[src/rtl/dps_pkg.sv]
package dps_pkg;

  typedef enum logic [1:0] {K_WRITE, K_WAIT, K_INDEX} kind_e;

  typedef struct packed {
    kind_e       kind;
    logic [7:0]  idx;
    logic [15:0] arg;   // write value, or pause length in ticks
  } step_t;

  typedef enum logic [2:0] {S_IDLE, S_STEP, S_IDXF, S_DATA, S_DATF, S_WAIT} seq_e;

  localparam int unsigned PCW = 5;
  localparam logic [PCW-1:0] PC_INIT     = 5'd0;
  localparam logic [PCW-1:0] PC_PWR      = 5'd3;
  localparam logic [PCW-1:0] PC_OFF_END  = 5'd9;
  localparam logic [PCW-1:0] PC_ON_END   = 5'd17;
  localparam logic [PCW-1:0] PC_INIT_END = 5'd18;

  function automatic step_t step_at(input logic [PCW-1:0] pc);
    step_t s;
    case (pc)
      5'd0:  s = '{K_WRITE, 8'h00, 16'h0001};
      5'd1:  s = '{K_WAIT,  8'h00, 16'd10};
      5'd2:  s = '{K_WRITE, 8'h0C, 16'h0110};
      5'd3:  s = '{K_WRITE, 8'h10, 16'h0000};
      5'd4:  s = '{K_WAIT,  8'h00, 16'd10};
      5'd5:  s = '{K_WRITE, 8'h11, 16'h0000};
      5'd6:  s = '{K_WRITE, 8'h12, 16'h0000};
      5'd7:  s = '{K_WAIT,  8'h00, 16'd40};
      5'd8:  s = '{K_WRITE, 8'h13, 16'h0000};
      5'd9:  s = '{K_WAIT,  8'h00, 16'd40};
      5'd10: s = '{K_WRITE, 8'h56, 16'h080F};
      5'd11: s = '{K_WRITE, 8'h10, 16'h4240};
      5'd12: s = '{K_WAIT,  8'h00, 16'd10};
      5'd13: s = '{K_WRITE, 8'h11, 16'h0000};
      5'd14: s = '{K_WRITE, 8'h12, 16'h0014};
      5'd15: s = '{K_WAIT,  8'h00, 16'd40};
      5'd16: s = '{K_WRITE, 8'h13, 16'h1319};
      5'd17: s = '{K_WAIT,  8'h00, 16'd40};
      5'd18: s = '{K_INDEX, 8'h22, 16'h0000};
      default: s = '{K_WAIT, 8'h00, 16'd1};
    endcase
    return s;
  endfunction

  function automatic logic [7:0] start_byte(input logic id, input logic rs);
    return {5'b01110, id, rs, 1'b0};
  endfunction

endpackage

[src/rtl/dps_tick_timer.sv]
module dps_tick_timer #(
  parameter int unsigned TICK_CYC = 125000,
  parameter int unsigned CW       = 16
) (
  input  logic          clk,
  input  logic          rst_n,
  input  logic          load,
  input  logic [CW-1:0] count,
  output logic          running,
  output logic          done
);
  localparam int unsigned PW = (TICK_CYC > 1) ? $clog2(TICK_CYC) : 1;
  localparam logic [PW-1:0] PRE_TOP = PW'(TICK_CYC - 1);

  logic [PW-1:0] pre;
  logic [CW-1:0] left;

  always_ff @(posedge clk) begin
    if (!rst_n) begin
      pre     <= '0;
      left    <= '0;
      running <= 1'b0;
      done    <= 1'b0;
    end else begin
      done <= 1'b0;
      if (load) begin
        pre     <= PRE_TOP;
        left    <= count;
        running <= 1'b1;
      end else if (running) begin
        if (pre != '0) begin
          pre <= pre - 1'b1;
        end else begin
          pre <= PRE_TOP;
          if (left <= CW'(1)) begin
            running <= 1'b0;
            done    <= 1'b1;
          end else begin
            left <= left - 1'b1;
          end
        end
      end
    end
  end

  AST_DONE_ENDS_RUN: assert property (@(posedge clk) disable iff (!rst_n)
    done |-> !running);
endmodule

[src/rtl/dps_spi_frame.sv]
module dps_spi_frame #(
  parameter int unsigned HALF = 16,
  parameter int unsigned W    = 24
) (
  input  logic         clk,
  input  logic         rst_n,
  input  logic         start,
  input  logic [W-1:0] word,
  input  logic         invert,
  output logic         done,
  output logic         cs_n,
  output logic         sclk,
  output logic         mosi
);
  localparam int unsigned HW = $clog2(HALF + 1);
  localparam int unsigned BW = $clog2(W);
  localparam logic [HW-1:0] H_TOP = HW'(HALF - 1);
  localparam logic [BW-1:0] B_TOP = BW'(W - 1);

  typedef enum logic [1:0] {F_IDLE, F_SHIFT, F_GAP} fst_e;
  fst_e          fst;
  logic [HW-1:0] cnt;
  logic [BW-1:0] bitn;
  logic [W-1:0]  sh;

  assign mosi = sh[W-1];

  always_ff @(posedge clk) begin
    if (!rst_n) begin
      fst  <= F_IDLE;
      cnt  <= '0;
      bitn <= '0;
      sh   <= '0;
      cs_n <= 1'b1;
      sclk <= 1'b0;
      done <= 1'b0;
    end else begin
      done <= 1'b0;
      case (fst)
        F_IDLE: if (start) begin
          sh   <= word ^ {W{invert}};
          cs_n <= 1'b0;
          sclk <= 1'b0;
          cnt  <= H_TOP;
          bitn <= '0;
          fst  <= F_SHIFT;
        end
        F_SHIFT: if (cnt != '0) begin
          cnt <= cnt - 1'b1;
        end else begin
          cnt <= H_TOP;
          if (!sclk) begin
            sclk <= 1'b1;
          end else begin
            sclk <= 1'b0;
            if (bitn == B_TOP) begin
              cs_n <= 1'b1;
              fst  <= F_GAP;
            end else begin
              sh   <= {sh[W-2:0], 1'b0};
              bitn <= bitn + 1'b1;
            end
          end
        end
        F_GAP: if (cnt != '0) begin
          cnt <= cnt - 1'b1;
        end else begin
          fst  <= F_IDLE;
          done <= 1'b1;
        end
        default: fst <= F_IDLE;
      endcase
    end
  end

  AST_SCLK_LOW_DESELECTED: assert property (@(posedge clk) disable iff (!rst_n)
    cs_n |-> !sclk);
  AST_MOSI_HELD_HIGH: assert property (@(posedge clk) disable iff (!rst_n)
    (sclk && $past(sclk)) |-> $stable(mosi));
endmodule

[src/rtl/disp_pwr_seq.sv]
module disp_pwr_seq #(
  parameter int unsigned CLK_HZ     = 125000000,
  parameter int unsigned TICK_HZ    = 1000,
  parameter int unsigned SPI_MAX_HZ = 4000000,
  parameter bit          DEV_ID     = 1'b1
) (
  input  logic clk,
  input  logic rst_n,
  input  logic req_stb,
  input  logic req_on,
  input  logic init_stb,
  input  logic tx_invert,
  output logic busy,
  output logic pwr_on,
  output logic spi_cs_n,
  output logic spi_sclk,
  output logic spi_mosi
);
  import dps_pkg::*;

  localparam int unsigned HALF_RAW = (CLK_HZ + 2*SPI_MAX_HZ - 1) / (2*SPI_MAX_HZ);
  localparam int unsigned HALF     = (HALF_RAW < 1) ? 1 : HALF_RAW;
  localparam int unsigned TICK_RAW = CLK_HZ / TICK_HZ;
  localparam int unsigned TICK_CYC = (TICK_RAW < 1) ? 1 : TICK_RAW;
  localparam int unsigned FW       = 24;

  seq_e           st;
  logic [PCW-1:0] pc, last;
  logic           target;
  step_t          cur;
  logic           frm_start, frm_done, tm_load, tm_done, tm_run, step_fin;
  logic [FW-1:0]  frm_word;

  assign cur       = step_at(pc);
  assign busy      = (st != S_IDLE);
  assign frm_start = (st == S_STEP && cur.kind != K_WAIT) || (st == S_DATA);
  assign frm_word  = (st == S_DATA) ? {start_byte(DEV_ID, 1'b1), cur.arg}
                                    : {start_byte(DEV_ID, 1'b0), 8'h00, cur.idx};
  assign tm_load   = (st == S_STEP) && (cur.kind == K_WAIT);
  assign step_fin  = (st == S_IDXF && frm_done && cur.kind != K_WRITE) ||
                     (st == S_DATF && frm_done) ||
                     (st == S_WAIT && tm_done);

  always_ff @(posedge clk) begin
    if (!rst_n) begin
      st     <= S_IDLE;
      pc     <= '0;
      last   <= '0;
      target <= 1'b0;
      pwr_on <= 1'b0;
    end else if (step_fin) begin
      if (pc == last) begin
        st     <= S_IDLE;
        pwr_on <= target;
      end else begin
        pc <= pc + 1'b1;
        st <= S_STEP;
      end
    end else begin
      case (st)
        S_IDLE: if (init_stb) begin
          pc <= PC_INIT; last <= PC_INIT_END; target <= 1'b1; st <= S_STEP;
        end else if (req_stb && (req_on != pwr_on)) begin
          pc <= PC_PWR; last <= req_on ? PC_ON_END : PC_OFF_END;
          target <= req_on; st <= S_STEP;
        end
        S_STEP:  st <= (cur.kind == K_WAIT) ? S_WAIT : S_IDXF;
        S_IDXF:  if (frm_done) st <= S_DATA;
        S_DATA:  st <= S_DATF;
        default: ;
      endcase
    end
  end

  dps_spi_frame #(.HALF(HALF), .W(FW)) u_frame (
    .clk(clk), .rst_n(rst_n), .start(frm_start), .word(frm_word),
    .invert(tx_invert), .done(frm_done), .cs_n(spi_cs_n),
    .sclk(spi_sclk), .mosi(spi_mosi)
  );

  dps_tick_timer #(.TICK_CYC(TICK_CYC), .CW(16)) u_timer (
    .clk(clk), .rst_n(rst_n), .load(tm_load), .count(cur.arg),
    .running(tm_run), .done(tm_done)
  );

  AST_QUIET_WHEN_IDLE: assert property (@(posedge clk) disable iff (!rst_n)
    !busy |-> spi_cs_n);
  AST_STATE_HOLD: assert property (@(posedge clk) disable iff (!rst_n)
    (busy && $past(busy)) |-> $stable(pwr_on));
  AST_NO_FRAME_IN_PAUSE: assert property (@(posedge clk) disable iff (!rst_n)
    tm_run |-> spi_cs_n);
  AST_ACCEPT_ON_CHANGE: assert property (@(posedge clk) disable iff (!rst_n)
    ($rose(busy) && !$past(init_stb)) |-> $past(req_stb && (req_on != pwr_on)));
endmodule

[config.mk]
export PLATFORM = sky130hd
export DESIGN_NAME = disp_pwr_seq
export DESIGN_NICKNAME = d
export VERILOG_FILES = /design/src/rtl/dps_pkg.sv /design/src/rtl/dps_tick_timer.sv /design/src/rtl/dps_spi_frame.sv /design/src/rtl/disp_pwr_seq.sv
export SDC_FILE = /design/constraint.sdc
export NUM_CORES = 1
export LEC_CHECK = 0
export BUFFER_PORTS_ARGS = -buffer_cell sky130_fd_sc_hd__buf_2
export CAP_MARGIN = 20
export CORE_MARGIN = 2
export CORE_UTILIZATION = 63
export CTS_CLUSTER_SIZE = 20
export DETAILED_ROUTE_END_ITERATION = 10
export PLACE_DENSITY = 0.8
export SLEW_MARGIN = 0
export SYNTH_ARGS = -nofsm -noshare
export SYNTH_HDL_FRONTEND = slang
export SYNTH_SLANG_ARGS = --single-unit
[constraint.sdc]
create_clock -name clk -period 3.3 [get_ports clk]
set_input_delay 0.165 -clock clk [delete_from_list [all_inputs] [get_ports clk]]
set_output_delay 0.165 -clock clk [all_outputs]
set_load 0.02 [all_outputs]
==> After elaboration in Yosys (flattened, before gate mapping) <==
Memory sizes are Yosys's and may differ from the RTL's. A register that Yosys moved wholly into a read port is not among the register bits.
Cells that the tools add are included.
{ "classes": {"eq_ne": 24, "n_reduce_logical": 36, "addsub": 5, "bitwise_logic": 4, "muxes": 61, "n_lt_le_gt_ge": 1} }
{ "op_table": {"columns": ["op", "count"], "rows": [
  ["24-bit 2-to-1 mux", 4],
  ["5-bit 2-to-1 mux", 17],
  ["16-bit 2-to-1 mux", 4],
  ["17-bit 2-to-1 mux", 3],
  ["24-bit case mux with 2 select lines", 1],
  ["23-bit by 24-bit XOR with 24-bit output", 1],
  ["18-bit 2-to-1 mux", 1],
  ["3-bit AND reduction", 6],
  ["17-bit nonzero test", 1],
  ["17-bit by 1-bit subtractor with 17-bit output (second input constant)", 1],
  ["16-bit by 1-bit less-or-equal comparator with 1-bit output (second input constant)", 1],
  ["16-bit by 1-bit subtractor with 16-bit output (second input constant)", 1],
  ["1-bit 2-to-1 mux", 15],
  ["3-bit 2-to-1 mux", 5],
  ["5-bit case mux with 3 select lines", 1],
  ["5-bit AND reduction", 3],
  ["2-bit inequality test (second input constant)", 7],
  ["3-bit case mux with 4 select lines", 1],
  ["5-bit by 1-bit adder with 5-bit output (second input constant)", 2],
  ["2-bit 2-to-1 mux", 5],
  ["5-bit case mux with 2 select lines", 1],
  ["2-bit nonzero test", 5],
  ["5-bit nonzero test", 2],
  ["3-bit nonzero test", 3],
  ["other kinds (22)", 40]
]} }
{ "word_totals": {"wordCells": 149, "reg_bits": 89, "n_memories": 1, "rom_bits": 672, "input_bits": 6, "out_inout_bits": 5} }
{ "memory_table": {"columns": ["name", "depth", "word_bits", "read_ports", "rd_ports_with_merged_regs", "wr", "line", "rtl"], "rows": [
  ["(no name shown)", 32, 21, 1, 1, 0, "dps_pkg.sv:22", "case (pc)"]
]} }

==> Logic depth before layout (Yosys ltp) <==
Gate-level depths: netlist (run 1).
{ "logic_depth": {"ltp_word": 9, "mapped_depth": 12, "ltp_nobuf": 11} }

==> Hierarchy <==
From an unflattened synthesis (run 1), not the netlist that was laid out.
{ "unflattened": {"hier_cells": 727, "area_unflattened_um2": 6014.5} }
{ "modules_own_cells": {"columns": ["module", "cells_each", "instances", "seq_area_each_um2", "area_each_um2"], "rows": [
  ["dps_spi_frame", 285, 1, 780.7, 2185.8],
  ["dps_tick_timer", 245, 1, 700.7, 2028.2],
  ["disp_pwr_seq", 197, 1, 640.6, 1800.5]
]} }

==> Least setup slack after synthesis (run 1) <==
OpenSTA, ideal clock, no wires.
{ "synth_path": {"path_kind": "flip-flop to flip-flop", "startpoint": "register st[1]", "endpoint": "register cur[3] (netlist name)", "setup_slack_ns": 0.719, "period_less_slack_ns": 2.581, "stages_incl_launch_ff": 12, "t_arrival_ns": 2.454, "required_ns": 3.173, "n_path_buf": 2, "setup_time_ns": 0.127, "cell_sequence": "dfxtp_1 -> clkbuf_1 -> o211ai_1 -> o32a_1 -> buf_2 -> and2_1 -> a311oi_1 -> o311ai_1 -> ha_1 -> o21a_1 -> mux2i_1 -> o22ai_1"} }
{ "synth_via": {"elab_chain_len": 9, "elab_cells_between_ends": 17, "classes_between": "eq/ne: 4; mux: 3; reduce/logical: 10"} }
{ "synth_lines": {"columns": ["item", "line", "rtl"], "rows": [
  ["start: declaration", "disp_pwr_seq.sv:27", "seq_e st;"],
  ["start signal: assignment", "disp_pwr_seq.sv:67", "S_STEP: st <= (cur.kind == K_WAIT) ? S_WAIT : S_IDXF;"],
  ["3-bit by 2-bit equality test with 1-bit output", "disp_pwr_seq.sv:40", "assign step_fin = (st == S_IDXF && frm_done && cur.kind != K_WRITE) ||"],
  ["1-bit logical AND (2 in a row)", "disp_pwr_seq.sv:40", null],
  ["1-bit logical OR", "disp_pwr_seq.sv:40", null],
  ["1-bit logical OR", "disp_pwr_seq.sv:41", "(st == S_DATF && frm_done) ||"],
  ["2-bit inequality test (no line) (tied with other cells)", null, null],
  ["3-bit AND reduction (no line)", null, null],
  ["5-bit 2-to-1 mux (no line) (*) (2 in a row)", null, null]
]} }
Every way passes the cells marked *; elsewhere a longest branch is shown, timed or not.
A chain may end at the register's enable or synchronous reset.

==> Worst setup path in the final report (run 1) <==
{ "layout_path": {"startpoint": "register st[0]", "endpoint": "register cur[3] (netlist name)"} }
{ "layout_via": {"elab_chain_len": 9, "elab_cells_between_ends": 17, "classes_between": "eq/ne: 4; mux: 3; reduce/logical: 10"} }
{ "layout_lines": {"columns": ["item", "line"], "rows": [
  ["3-bit by 2-bit equality test with 1-bit output", "disp_pwr_seq.sv:40"],
  ["1-bit logical AND (2 in a row)", "disp_pwr_seq.sv:40"],
  ["1-bit logical OR", "disp_pwr_seq.sv:40"],
  ["1-bit logical OR", "disp_pwr_seq.sv:41"],
  ["2-bit inequality test (no line) (tied with other cells)", null],
  ["3-bit AND reduction (no line)", null],
  ["5-bit 2-to-1 mux (no line) (*) (2 in a row)", null]
]} }
Marked as above.

==> metrics.md, run 1 <==
| Metric | Value |
|---|---|
| Status | finished clean |
| Max Fclk | 353 MHz |
| # diodes | 0 |
| Grt total ovfl | 0 |
| Clock Latency Late Sink | around 0.37 ns |
| Synth top area share | 0.395 |
| Total length of routed wires | around 10 mm |
| Multi-input combinational cell area | between 0.003 and 0.004 mm2 |
| P&R area growth vs syn | 5.52% |
| Synthesis-stage register bit count | between 100 and 150 |
| Layout Skew | around 0.013 ns |
| Core footprint | about 0.0083 mm2 |
| First-pass GRT wire length | about 17 mm |
| Nets | 649 |
| Clk buf depth | 2 |
| Placed instance area | 0.00547 mm2 |
| Layout cell share with drive strength beyond 1 | 0.0711 |
| Remaining antenna violation count | 0 |
| Critical Path Start Type | flip-flop |
| Fraction of registers with async set/reset | 0 |
| Max Slew Vio Count | 0 |
| EDFF count, synth | 0 |
| Mapped cell area | approximately 0.0054 mm2 |
| Hpwl dp | ~7.2 mm |
| Via count | roughly 4,300 |
| Max rail drop VDD | ~0.43 mV |
| # fillers | just under 700 |
| CP Launch Point | st[0] |
| Row count | 33 |
| Mean Syn Cell Area | 8.48 um2 |
| Height of the die | roughly 96 um |
| Area leader, netlist | dfxtp_1 |
| # resized after CTS | 0 |
| Type of the worst min-delay path | in -> reg |
| Unique masters post-synth | 67 |
| Vias in the first global route | 4,019 |
| Reg2Reg Depth | 10 |
| Drt initial violations | 159 |
| End point of the critical path | cur[3] |
| Num CTS Buffers | 9 |
| Vias per cell | between 5 and 6 |
| Max Cap Viol | 0 |
| Register area | 0.00212 mm2 |
| Port buffer count | 10 |
| Post-CTS Setup Repair Bufs | 0 |
| Die Area | between 0.009 and 0.01 mm2 |
| Gate Count Post-Synth | 634 |
| H-tree lvl count | 3 |
| Final Cell Area | ~0.0057 mm2 |
| Largest net degree at the start of global routing | 49 |
| Required @ worst endpoint | 3.56 ns |
| Top post-synthesis cells by count | dfxtp_1, nand2_1, nor2_1 |
| Starting Density | 0.651 |
| Root Driver | clkbuf_8 |
| CTS sink cnt | between 100 and 150 |
| Drt drc | 0 |
| Avg WL per Cell | ~14 um |
| Sequential element share of the synthesized area | 0.395 |
| CP Max Fanout | 15 |
| Clock slew at reported path FFs | about 0.10 ns |
| Most common cell in the synthesized netlist | dfxtp_1 |
| Syn nets | ~660 |
| Reg2reg end | cur[3] |
| Post-route setup TNS | 0 ns |
| Setup Crit Path Kind | reg -> reg |
| Hold Vio Cnt, Final | 0 |
| Cell Pwr Density | 852 mW/mm2 |
| CTS tree | built |
| Predominant post-synthesis flop cell | dfxtp_1 |
| Final setup vio count | 0 |
| Post-layout min period | between 2 and 3 ns |
| Final Cycle Share | 0.858 |
| Pre-Repair DR Iteration Count | 4 |
| Reg-to-reg slack, setup | 0.47 ns |
| Total track usage | 0.234 |
| Synth warn | 0 |
| Die X | a little under 100 um |
| Pleak | approximately 2.3 nW |
| Slew @ Worst Pin | just under 1 ns |
| Top post-synthesis cells by area | dfxtp_1, xor2_1, nand2_1 |
| Worst path arrival time | about 3 ns |
| Crit Reg-Reg Startpoint | st[0] |
| Crit. End Element | flip-flop |
| # hold bufs at CTS | 0 |
| Slew HR | 0.336 |
| Initial antenna violation count | 0 |
| RSZ-0062 raised after global routing | no |
| # IOs | 11 |
| GP Congestion | 0.830 |
## critical path, stage by stage, from the launching register on
cell,delay [ns]
dfxtp_1,0.46
mux2i_1,0.14
o32a_1,0.46
and2_1,0.27
a311oi_1,0.33
o311ai_1,0.26
ha_1,0.35
inv_1,0.11
o21ai_1,0.08
mux2i_1,0.17
o22ai_1,0.09
## metrics by stage
| stage | worst slack (ns) | power, mW | std cells | utilization | hold slack, ns |
|---|---|---|---|---|---|
| 2_1_floorplan | 0.719 | 3.58 | 634 | - | 0.332 |
| 6_report | 0.468 | 4.83 | 738 | 0.687 | 0.152 |
| 3_5_place_dp | 0.488 | 4.03 | 722 | 0.663 | 0.457 |
| 3_3_place_gp | 0.618 | 3.92 | 722 | 0.663 | 0.444 |
| 5_1_grt | 0.0956 | 5.21 | 738 | 0.687 | 0.183 |
| 4_1_cts | 0.480 | 4.84 | 738 | 0.687 | 0.143 |
## area by class of cell
class	count	share of cell area
sequential	106	0.374
clock inverter	7	0.0135
multi-input combinational	473	0.536
tap	105	0.0232
clock buffer	9	0.0218
inverter	22	0.0146
timing repair buffer	16	0.0168
## cell usage in the layout, fill, tap and decap left out, drive strengths merged, types with 13 or more instances in the layout
master  instances
nand3          19
inv            24
dfxtp         106
nand2          67
xnor2          16
nor3           18
ha             15
xor2           34
nor2b          13
buf            16
a21oi          49
o21ai          39
nor2           50
a21boi         21
## registers in the layout (all words and copies together) (netlist names)
register / flops
u_frame.fst: 2
target: 1
u_frame.done: 1
st: 3
u_timer.left: 16
cur: 18
u_frame.cs_n: 1
last: 4
u_frame.sh: 24
u_frame.bitn: 5
u_timer.pre: 17
u_timer.done: 1
u_timer.running: 1
pwr_on: 1
u_frame.sclk: 1
pc: 5
u_frame.cnt: 5
## power breakdown
part	total, mW	internal (mW)	leakage, nW	switching, mW
Clock	0.814	0.358	0.102	0.456
Sequential	1.88	1.61	0.864	0.271
Combinational	2.13	0.836	1.32	1.30
Total	4.83	2.81	2.29	2.03
## worst min path at each step
stage	startpoint	to	slack, ns	depth (start not counted)
3_5_place_dp	u_frame.sh[21]	u_frame.sh[21]	0.46	2
2_1_floorplan	init_stb	last[1]	0.33	2
6_report	req_on	last[3]	0.15	4
4_1_cts	req_on	last[3]	0.14	4
3_3_place_gp	u_frame.sh[20]	u_frame.sh[20]	0.44	2
5_1_grt	init_stb	last[1]	0.18	3
## layer usage
layer / up-vias / routed length (um) / GRT usage
met5: - / 0 / 0
met3: 12 / 312 / 0.0396
met1: 2022 / 4900 / 0.279
li1: 2214 / - / -
met4: 0 / 150 / 0.0822
met2: 69 / 5030 / 0.423
## cells by family after synthesis
kind of cell             after synthesis  share of synthesized area
buffers and inverters                 55                     0.0403
XOR/XNOR                              50                     0.0815
AND/OR/NAND/NOR                      234                      0.223
AO/OA/AOI/OAI                        160                      0.199
flip-flops                           106                      0.395
adder cells (fa/ha/maj)               15                     0.0349
multiplexers                          14                     0.0265
Note: power is estimated with default switching activity, not from simulation.
==> inputs of run 2 (changes only) <==
CORE_UTILIZATION = 50   (was 63)
PLACE_DENSITY = 0.66   (was 0.8)
==> metrics.md, run 2 (synthesis results as in run 1) <==
| Metric | Value |
|---|---|
| Status | finished clean |
| Clock slew at reported path FFs | ~0.1 ns |
| Avg WL per Cell | 13.8 um |
| Required @ worst endpoint | ~3.6 ns |
| Num CTS Buffers | 9 |
| Max Cap Viol | 0 |
| # hold bufs at CTS | 0 |
| CP Max Fanout | 15 |
| Drt initial violations | between 200 and 300 |
| Sw Pwr | just over 2 mW |
| Worst path arrival time | approximately 3.2 ns |
| Height of the die | approximately 110 um |
| Clk buf depth | 2 |
| Total length of routed wires | 10.6 mm |
| Final Cycle Share | 0.884 |
| Starting Density | 0.518 |
| Final setup vio count | 0 |
| Final core utilization | 0.554 |
| Internal | roughly 2.9 mW |
| Commonest non-fill, non-tap cell in the layout | dfxtp_1 |
| # resized after CTS | 0 |
| Post-layout min period | 2.92 ns |
| Cell Pwr Density | approximately 850 mW/mm2 |
| Drt drc | 0 |
| Nets | ~650 |
| Row count | 37 |
| Max rail drop VDD | between 0.4 and 0.5 mV |
| CP cell instances | mux2i_1 > o32a_1 > and2_1 > a311oi_1 > o311ai_1 > inv_1 > ha_1 > nand2b_1 > o31ai_1 |
| Max reg flops | 24 |
| Remaining antenna violation count | 0 |
| Crit. End Element | flip-flop |
| Hold Vio Cnt, Final | 0 |
| Layout Skew | 0.00852 ns |
| Post-route setup TNS | 0 ns |
| Grt total ovfl | 0 |
| Placed cell count | about 760 |
| Die X | approximately 110 um |
| CTS sink cnt | about 110 |
| Slowest cell on the critical path | dfxtp_1 |
| Sequential Power Share | 0.385 |
| P&R area growth vs syn | 6.84% |
| H-tree lvl count | 3 |
| Peak per-stage delay on the critical path | 0.47 ns |
| Post-CTS Setup Repair Bufs | 0 |
| Layout cell share with drive strength beyond 1 | 0.0755 |
| Type of the worst min-delay path | in -> reg |
| Setup Crit Path Kind | reg -> reg |
| Reg2Reg Depth | 9 |
| Pre-Repair DR Iteration Count | 4 |
| Largest net degree at the start of global routing | 45 |
| Most frequent cells in the layout | dfxtp_1, nand2_1, nor2_1 |
| Pleak | about 2.3 nW |
| Clock Latency Late Sink | roughly 0.38 ns |
| Critical Path Start Type | flip-flop |
| Vias in the first global route | ~4,000 |
| WP buf/inv | 1 |
| CTS tree | built |
| Number of cells on the critical path | 9 |
| Biggest register | u_frame.sh |
| Slew @ Worst Pin | roughly 0.7 ns |
| # diodes | 0 |
| Switch share | 0.416 |
| Die Area | 0.0116 mm2 |
| Initial antenna violation count | 0 |
| Core footprint | around 0.010 mm2 |
| RSZ-0062 raised after global routing | no |
| Power share of the combinational group | 0.443 |
| Root Driver | clkbuf_8 |
| Cells on Worst Hold Path | 4 |
| Max Slew Vio Count | 0 |
| # IOs | 11 |
| First-pass GRT wire length | 18.8 mm |
| Slew HR | 0.525 |
| Vias per cell | ~5.5 |
| Hpwl dp | around 7.4 mm |
| CP top delay family | compound AO/OA/AOI/OAI gates |
| Total track usage | 0.200 |
| Via count | roughly 4,200 |
| Clock network fraction of total power | 0.172 |
| Max Fclk | 343 MHz |
| Port buffer count | 10 |
| GP Congestion | around 0.8 |
| Finished Layout Cells | between 700 and 800 |
==> run 2: cell count changes in the layout (fill, tap and decap cells not counted) <==
cell | before | now
clkinv_2 | 2 | 0
buf_4 | 6 | 9
clkbuf_8 | 9 | 10
inv_8 | 1 | 0
inv_6 | 1 | 2
clkinv_4 | 1 | 2
==> run 2: final cells by class <==
type / instances / area, um2
well taps: 136 / 170
multi-input cells: 473 / 3040
repair buffers: 19 / 118
inverters: 22 / 82.6
flip-flops and latches: 106 / 2120
clock inverters: 6 / 72.6
clock buffers: 10 / 138
fillers: 965 / 4630
==> run 2: final timing paths <==
check / slack [ns] / startpoint / end
max: 0.38 / st[0] / cur[8]
min: 0.14 / req_on / last[3]
min reg2reg: 0.46 / u_frame.sh[20] / u_frame.sh[20]
max reg2reg: 0.38 / st[0] / cur[8]
==> run 2: metal layers <==
metal  vias to the layer above  wire (um)  track usage  share of wire
met4                         0        186       0.0861          0.018
met1                      1970       5240        0.257           0.49
li1                       2214          -            -              -
met2                        32       5000        0.334           0.47
met3                        12        184       0.0291          0.017
met5                         -          0            0              0
==> run 2: worst min-delay path: cells and delay by family <==
family                 cells  cell delay, ns
AO/OA/AOI/OAI              1            0.11
buffers and inverters      1            0.09
AND/OR/NAND/NOR            2            0.11
==> run 2: stage by stage <==
stage | total power, mW | setup WS [ns] | hold WS [ns] | instance area (um2)
floorplan | 3.58 | 0.719 | 0.332 | 5380
global placement | 3.99 | 0.610 | 0.444 | 5530
detailed placement | 4.07 | 0.454 | 0.452 | 5530
CTS | 4.92 | 0.413 | 0.114 | 5740
global route | 5.30 | 0.0579 | 0.155 | 5740
finish | 4.89 | 0.384 | 0.136 | 5740
==> run 2: power groups by stage <==
stage / Sequential, mW / Clock (mW) / Combinational, mW
4_1_cts: 1.88 / 0.870 / 2.17
3_3_place_gp: 1.89 / 0 / 2.10
5_1_grt: 1.93 / 0.910 / 2.46
6_report: 1.88 / 0.842 / 2.16
2_1_floorplan: 1.83 / 0 / 1.75
3_5_place_dp: 1.91 / 0 / 2.16
==> inputs of run 3 (changes only) <==
ABC_AREA = 1   (was unset)
==> metrics.md, run 3 <==
| Metric | Value |
|---|---|
| Mux share of post-synthesis cell area | 0.00181 |
| Row count | 38 |
| Mapped cell area | around 0.0055 mm2 |
| Synth Area in Adders | 0.0339 |
| Die Area | between 0.01 and 0.015 mm2 |
| Predominant post-synthesis flop cell | dfxtp_1 |
| Power share of the combinational group | 0.513 |
| Top post-synthesis cells by count | nand2_1, dfxtp_1, nor2_1 |
| # IOs | 11 |
| Largest family of logic cells by synthesized area | simple AND/OR/NAND/NOR gates |
| EDFF count, synth | 0 |
| Gate Count Post-Synth | ~770 |
| # diodes | 0 |
| Clock Latency Late Sink | just under 0.4 ns |
| Max rail drop VDD | 0.540 mV |
| CP cell instances | nor2_2 > nand2_2 > nor2_1 > inv_2 > nand2_4 > inv_2 > nand2_1 > nand3_1 > inv_1 > ha_1 > inv_1 > nand4_1 > nand3_1 > nand2_1 > nand2_1 |
| Max Cap Viol | 0 |
| Max Fclk | just over 400 MHz |
| Type of the worst min-delay path | in -> reg |
| Post-layout min period | about 2.4 ns |
| Synthesis-stage register bit count | 106 |
| Required @ worst endpoint | approximately 3.6 ns |
| Sequential Power Share | 0.325 |
| Synth Area in XOR/XNOR | 0.0475 |
| H-tree lvl count | 3 |
| DP Worst Slack | about 0.97 ns |
| Largest net degree at the start of global routing | 30 |
| P&R area growth vs syn | 6.58% |
| Die X | 109 um |
| Mean Syn Cell Area | 7.15 um2 |
| Drt initial violations | 210 |
| Clk buf depth | 2 |
| Area share of and/or/nand/nor cells after synthesis | 0.284 |
| Pre-Repair DR Iteration Count | 5 |
| Peak per-stage delay on the critical path | about 0.38 ns |
| Area leader, netlist | dfxtp_1 |
| Hold Vio Cnt, Final | 0 |
| # resized after CTS | 0 |
| Setup Crit Path Kind | reg -> reg |
| Reg-to-reg slack, setup | a little under 0.9 ns |
| Syn nets | 795 |
| Layout cell share with drive strength beyond 1 | 0.106 |
| Pleak | around 2.6 nW |
| CTS tree | built |
| Slowest cell on the critical path | dfxtp_1 |
| # hold bufs at CTS | 0 |
| Max Slew Vio Count | 0 |
| Remaining antenna violation count | 0 |
| Clock network fraction of total power | 0.162 |
| Synth warn | 0 |
| Fraction of the mapped netlist area in compound gates | 0.164 |
| RSZ-0062 raised after global routing | no |
| Crit. End Element | flip-flop |
| Unique masters post-synth | between 40 and 50 |
| Biggest register | u_frame.sh |
| Cell Pwr Density | between 1000 and 1500 mW/mm2 |
| Most common cell on crit path | nand2_1 |
| Via count | around 5,000 |
| Most common cell in the synthesized netlist | nand2_1 |
| Post-CTS Setup Repair Bufs | 0 |
| Max reg flops | 24 |
| Avg WL per Cell | about 13 um |
| Internal | 3.30 mW |
| Final setup vio count | 0 |
| Final hold slack | about 0.13 ns |
| Drt drc | 0 |
| Core footprint | roughly 0.011 mm2 |
| Worst Setup Slack, final | 0.889 ns |
| CTS sink cnt | around 110 |
| First-pass GRT wire length | 20.0 mm |
| Critical Path Start Type | flip-flop |
| Sequential element share of the synthesized area | 0.383 |
| Num CTS Buffers | 9 |
| Layout Skew | between 0.01 and 0.015 ns |
| Total Power | around 6 mW |
| Synth top area share | 0.383 |
| Hpwl dp | 8.47 mm |
| Vias in the first global route | roughly 4,500 |
| Switch share | 0.455 |
| Worst path arrival time | 2.74 ns |
| Grt total ovfl | 0 |
| Height of the die | 109 um |
| Starting Density | 0.511 |
| Initial antenna violation count | 0 |
| Final Cycle Share | 0.731 |
| Vias per cell | 5.37 |
| Most frequent cells in the layout | nand2_1, dfxtp_1, nor2_1 |
| Post-route setup TNS | 0 ns |
| Commonest non-fill, non-tap cell in the layout | nand2_1 |
| Clock slew at reported path FFs | 0.10 ns |
| Total length of routed wires | between 10 and 15 mm |
| Sw Pwr | 2.76 mW |
| Slew @ Worst Pin | 0.598 ns |
| CP Max Fanout | 9 |
| Status | finished clean |
| Nets | around 800 |
| Slew HR | 0.598 |
| Top post-synthesis cells by area | dfxtp_1, nand2_1, o21ai_0 |
| Port buffer count | 10 |
| Fraction of registers with async set/reset | 0 |
| GP Congestion | around 0.91 |
| Root Driver | clkbuf_8 |
| Total track usage | 0.210 |
-- run 3: kinds of logic (layout without fill, tap and decap cells) --
kind of cell               count (synthesis)  count (layout)
AOI/OAI and AO/OA                        163             163
adders and majority gates                 15              15
and+or+nand+nor                          348             348
xor gates and xnor gates                  30              30
buffers and inverters                    111             117
muxes                                      1               1
DFF                                      106             106
-- run 3: worst max-delay path, delay by kind of cell, from the launching register on --
| family | cells | cell delay (ns) |
|---|---|---|
| adders and majority gates | 1 | 0.26 |
| DFF | 1 | 0.38 |
| and+or+nand+nor | 10 | 1.24 |
| buffers and inverters | 4 | 0.46 |
-- run 3: cell type report --
cell class / count / area (um2)
clock inverter: 6 / 114
inverter: 87 / 327
fill: 1018 / 4940
sequential: 106 / 2120
timing repair buffer: 14 / 80.1
tap: 140 / 175
multi-input combinational: 557 / 2940
clock buffer: 10 / 138
-- run 3: layer usage --
metal	share of wire	global-route usage	routed length [um]	vias to the layer above
li1	-	-	-	2534
met1	0.48	0.272	5580	2287
met2	0.47	0.345	5490	103
met3	0.036	0.0538	421	14
met4	0.012	0.0615	144	0
met5	0	0	0	-
-- run 3: power groups by stage --
stage	Combinational, mW	Clock, mW	Sequential [mW]
2_1_floorplan	2.61	0	1.94
3_3_place_gp	3.02	0	1.99
3_5_place_dp	3.09	0	1.99
4_1_cts	3.11	1.00	1.97
5_1_grt	3.58	1.05	2.02
6_report	3.11	0.981	1.97
-- run 3: worst paths after layout --
path	start	to	cells after the start
max	st[0]	cur[3]	15
min	init_stb	last[0]	3
max reg2reg	st[0]	cur[3]	15
min reg2reg	u_frame.sh[5]	u_frame.sh[5]	2
-- run 3: through the flow --
step | utilization | cell area [um2] | cells
2_1_floorplan | - | 5530 | 774
3_3_place_gp | 0.521 | 5650 | 904
3_5_place_dp | 0.521 | 5650 | 904
4_1_cts | 0.544 | 5900 | 920
5_1_grt | 0.544 | 5900 | 920
6_report | 0.544 | 5900 | 920
